## src/rtl/hz_pkg.sv

```systemverilog
package hz_pkg;
  localparam int NSTG = 4;  // EX, M1, M2, WB, youngest first

  typedef enum logic [2:0] {
    FWD_RF = 3'd0,
    FWD_EX = 3'd1,
    FWD_M1 = 3'd2,
    FWD_M2 = 3'd3,
    FWD_WB = 3'd4
  } fwd_sel_e;

  // stages whose load data is not yet available to decode
  localparam logic [NSTG-1:0] LOAD_PENDING = 4'b0011;
endpackage

```

## src/rtl/hz_writer_match.sv

```systemverilog
module hz_writer_match
  import hz_pkg::*;
#(
  parameter int REG_AW = 5
) (
  input  logic [REG_AW-1:0]            src,
  input  logic                         src_used,
  input  logic [NSTG-1:0]              wr_valid,
  input  logic [NSTG-1:0]              wr_wen,
  input  logic [NSTG-1:0][REG_AW-1:0]  wr_rd,
  output logic [NSTG-1:0]              hit
);
  logic src_live;
  assign src_live = src_used && (src != '0);

  for (genvar s = 0; s < NSTG; s++) begin : g_cmp
    assign hit[s] = src_live && wr_valid[s] && wr_wen[s] && (wr_rd[s] == src);
  end
endmodule

```

## src/rtl/hz_fwd_pick.sv

```systemverilog
module hz_fwd_pick
  import hz_pkg::*;
(
  input  logic [NSTG-1:0] hit,
  input  logic [NSTG-1:0] is_load,
  output fwd_sel_e        sel,
  output logic            load_block
);
  always_comb begin
    sel        = FWD_RF;
    load_block = 1'b0;
    // walk from the oldest stage so the youngest hit is written last
    for (int s = NSTG - 1; s >= 0; s--) begin
      if (hit[s]) begin
        sel        = fwd_sel_e'(3'(s + 1));
        load_block = is_load[s] && LOAD_PENDING[s];
      end
    end
  end
endmodule

```

## src/rtl/hz_stall_ctl.sv

```systemverilog
module hz_stall_ctl (
  input  logic id_valid,
  input  logic id_is_mem,
  input  logic ex_valid,
  input  logic ex_is_mem,
  input  logic block_a,
  input  logic block_b,
  input  logic redirect,
  output logic stall
);
  logic port_busy;
  assign port_busy = id_is_mem && ex_valid && ex_is_mem;
  assign stall = id_valid && !redirect && (block_a || block_b || port_busy);
endmodule

```

## src/rtl/hz_unit6.sv

```systemverilog
module hz_unit6
  import hz_pkg::*;
#(
  parameter int REG_AW = 5
) (
  input  logic              id_valid,
  input  logic [REG_AW-1:0] id_rs1,
  input  logic [REG_AW-1:0] id_rs2,
  input  logic              id_use_rs1,
  input  logic              id_use_rs2,
  input  logic              id_is_mem,
  input  logic              ex_valid,
  input  logic [REG_AW-1:0] ex_rd,
  input  logic              ex_wen,
  input  logic              ex_is_load,
  input  logic              ex_is_mem,
  input  logic              m1_valid,
  input  logic [REG_AW-1:0] m1_rd,
  input  logic              m1_wen,
  input  logic              m1_is_load,
  input  logic              m2_valid,
  input  logic [REG_AW-1:0] m2_rd,
  input  logic              m2_wen,
  input  logic              wb_valid,
  input  logic [REG_AW-1:0] wb_rd,
  input  logic              wb_wen,
  input  logic              ex_redirect,
  output logic              pc_hold,
  output logic              ifid_hold,
  output logic              ex_bubble,
  output logic [2:0]        fwd_a,
  output logic [2:0]        fwd_b
);
  localparam int NOPS = 2;

  logic [NSTG-1:0]             wr_valid, wr_wen, wr_load;
  logic [NSTG-1:0][REG_AW-1:0] wr_rd;

  assign wr_valid = {wb_valid, m2_valid, m1_valid, ex_valid};
  assign wr_wen   = {wb_wen, m2_wen, m1_wen, ex_wen};
  assign wr_load  = {1'b0, 1'b0, m1_is_load, ex_is_load};
  assign wr_rd    = {wb_rd, m2_rd, m1_rd, ex_rd};

  logic [NOPS-1:0][REG_AW-1:0] src;
  logic [NOPS-1:0]             src_used;
  logic [NOPS-1:0]             block;
  fwd_sel_e                    sel [NOPS];

  assign src      = {id_rs2, id_rs1};
  assign src_used = {id_use_rs2, id_use_rs1};

  for (genvar k = 0; k < NOPS; k++) begin : g_op
    logic [NSTG-1:0] hit;

    hz_writer_match #(.REG_AW(REG_AW)) u_match (
      .src      (src[k]),
      .src_used (src_used[k]),
      .wr_valid (wr_valid),
      .wr_wen   (wr_wen),
      .wr_rd    (wr_rd),
      .hit      (hit)
    );

    hz_fwd_pick u_pick (
      .hit        (hit),
      .is_load    (wr_load),
      .sel        (sel[k]),
      .load_block (block[k])
    );
  end

  logic stall;

  hz_stall_ctl u_stall (
    .id_valid  (id_valid),
    .id_is_mem (id_is_mem),
    .ex_valid  (ex_valid),
    .ex_is_mem (ex_is_mem),
    .block_a   (block[0]),
    .block_b   (block[1]),
    .redirect  (ex_redirect),
    .stall     (stall)
  );

  assign pc_hold   = stall;
  assign ifid_hold = stall;
  assign ex_bubble = stall;
  assign fwd_a     = sel[0];
  assign fwd_b     = sel[1];
endmodule

```

## config.mk

```make
export PLATFORM = sky130hd
export DESIGN_NAME = hz_unit6
export DESIGN_NICKNAME = d
export VERILOG_FILES = /design/src/rtl/hz_pkg.sv /design/src/rtl/hz_writer_match.sv /design/src/rtl/hz_fwd_pick.sv /design/src/rtl/hz_stall_ctl.sv /design/src/rtl/hz_unit6.sv
export SDC_FILE = /design/constraint.sdc
export NUM_CORES = 1
export LEC_CHECK = 0
export ABC_AREA = 0
export BUFFER_PORTS_ARGS = -buffer_cell sky130_fd_sc_hd__buf_4
export CORE_MARGIN = 3
export CORE_UTILIZATION = 42
export DETAILED_ROUTE_END_ITERATION = 6
export GPL_ROUTABILITY_DRIVEN = 0
export PLACE_DENSITY = 0.93
export SLEW_MARGIN = 15
export SYNTH_ARGS = -nofsm -noshare
export SYNTH_HDL_FRONTEND = slang
export SYNTH_SLANG_ARGS = --single-unit
```

## constraint.sdc

```tcl
create_clock -name vclk -period 3.5
set_input_delay 0.7 -clock vclk [all_inputs]
set_output_delay 0.7 -clock vclk [all_outputs]
set_load 0.05 [all_outputs]
```

==> run_results.csv <==
group,metric,value,unit
run_status,outcome,"complete, no violations",
drt,viasPerCell,5.33,
timing,finalMaxSlewViolations,0,
worst_setup_path,critPathTopFamily,"simple AND/OR/NAND/NOR gates",
grt,overflow,0,
yosys,yosys_warnings,0,
layout,seqCellArea,0,sq um
grt,grt_pass1_wl,3170,um
drt,vias,805,
grt,antenna_found_initial,0,
layout,clock_buffers,0,
power,vdd_drop_max,0.0713,mV
layout,area_growth,51.3,%
yosys,seq_area_frac_synth,0,%
yosys,ys_types,25,
layout,design.seq.count,0,
die,io_pins,55,
place,place_inst,151,
timing,rsz0062_at_grt,"no",
yosys,syn_inst,92,
timing,setup_viol,0,
worst_setup_path,cp-start-kind,"primary input",
yosys,synth_nets,138,
clocking,holdBufCountCts,0,
worst_setup_path,crit_required,2.80,ns
worst_setup_path,cpMostUsedCell,"buf_4",
worst_setup_path,cp_slowest_cell,"nor4_1",
worst_setup_path,path_class,"primary input to primary output",
hold_path,hp-start,"ex_redirect",
yosys,synthTopCellsByArea,"xnor2_1 (40%), xor2_1 (9.9%), nand4_1 (7.1%)",
yosys,netlist_area,707,sq um
yosys,synth_top_area_cell,"xnor2_1",
die,dieArea,2210,sq um
layout,fill_cells,135,
timing,period_share,94.4,%
drt,wirelength,2130,um
layout,finalNetCount,183,
power,leakage,0.000470,uW
drt,drt_iter0_drc,11,
worst_setup_path,path_max_fanout,5,
hold_path,hold_class,"primary input to primary output",
hold_path,holdPathStages,3,
worst_setup_path,crit_path_end_kind,"primary output",
place,dpl.hpwl,1970,um
worst_setup_path,crit_path_cell_trace,"buf_4, xnor2_1, nand4_1, nor4_1, o21ai_0, a311oi_4, buf_4",
drt,first_pass_iters,4,
timing,slew_headroom,51.7,%
layout,final_cells,151,
die,start_util,45.9,%
worst_setup_path,path_buf_inv,2,
die,fp.dieH,47.0,um
die,die_x,47.0,um
grt,first_global_vias,794,
yosys,ys_top_cells_by_count,"xnor2_1 (32), nand4_1 (8), xor2_1 (8)",
die,rows,14,
drt,drcViolationCount,0,
place,placement.io_buffers,55,
grt,grt_max_degree,6,
worst_setup_path,crit_arrival,2.60,ns
timing,worst_slew_pin_slew,0.718,ns
drt,wl_per_cell,14.1,um
timing,max_freq,303,MHz
drt,drtAntennaViolNets,0,
layout,n_antenna_cell,0,
power,p_per_area,112,nW/um^2
timing,finalHoldViolCount,0,
yosys,synth_most_common_cell,"xnor2_1",
worst_setup_path,critPathMaxStageDelay,0.62,ns
hold_path,hold_end,"ifid_hold",
die,core_area,1540,sq um
grt,grt_use_total,19.0,%
timing,fin_crit,3.30,ns
clocking,post_cts_resized,0,
clocking,post_cts_buffers,0,
yosys,synthDominantCellAreaShare,39.6,%
yosys,syn_area_per_cell,7.68,sq um
timing,fin_tns_setup,0,ns
layout,final_layout_size_suffix_gt1_share,48.1,%
flow_run,cap_violations,0,
[cell families (layout without fill, tap and decap cells)]
kind of cell	after synthesis	count (layout)	share of synthesized area, %
XOR/XNOR	40	40	49.6
AND/OR/NAND/NOR	30	30	28.3
buffers and inverters	14	57	13.5
AO/OA/AOI/OAI	8	8	8.67
[placed cells by master, fill, tap and decap left out, types with 2 or more instances in the layout]
| cell | synthesis | final |
|---|---|---|
| nor4_1 | 2 | 2 |
| or4_1 | 3 | 3 |
| or4_4 | 4 | 4 |
| inv_1 | 2 | 2 |
| nand4_1 | 8 | 8 |
| nor2_1 | 2 | 2 |
| nand2_1 | 5 | 5 |
| buf_4 | 6 | 55 |
| xor2_1 | 8 | 8 |
| xnor2_1 | 32 | 32 |
| a21oi_1 | 2 | 2 |
[final cells by class]
cell class                      instances  area, sq um  share of cell area, %
Multi-Input combinational cell         78          629                   58.8
Timing Repair Buffer                   55          413                   38.6
Inverter                                2         7.51                  0.702
Tap cell                               16         20.0                   1.87
[through the flow]
step / setup slack, ns / total power (uW) / hold WS (ns) / utilization [%] / instance area [sq um]
CTS: 0.220 / 121 / 1.72 / 69.4 / 1070
floorplan: 0.00235 / 69.9 / 1.47 / - / 724
finish: 0.196 / 120 / 1.71 / 69.4 / 1070
detailed placement: 0.228 / 121 / 1.72 / 69.4 / 1070
global placement: 0.316 / 117 / 1.71 / 69.4 / 1070
global route: 0.0107 / 129 / 1.72 / 69.4 / 1070
[worst max path at each step]
stage / end / start / slack [ns] / cells after the start
floorplan: fwd_a[2] / id_rs1[3] / 0.002 / 6
global placement: pc_hold / id_rs1[2] / 0.32 / 7
detailed placement: ex_bubble / id_rs1[2] / 0.23 / 7
CTS: ex_bubble / id_rs1[2] / 0.22 / 7
global route: ex_bubble / id_rs1[2] / 0.01 / 7
finish: ex_bubble / id_rs1[2] / 0.20 / 7
[per-layer routing]
layer  track usage [%]  wire length (um)  vias up
li1                  -                 -      400
met2              37.7              1140       39
met1              21.8               763      364
met3              1.15               221        2
met4              3.87                10        0
met5                 0                 0        -
[where the power goes]
| part | switching (uW) | internal (uW) |
|---|---|---|
| sequential | 0 | 0 |
| combinational | 52.5 | 67.8 |
| clock | 0 | 0 |
| total | 52.5 | 67.8 |
No activity file was read; power rests on OpenSTA's default activity.
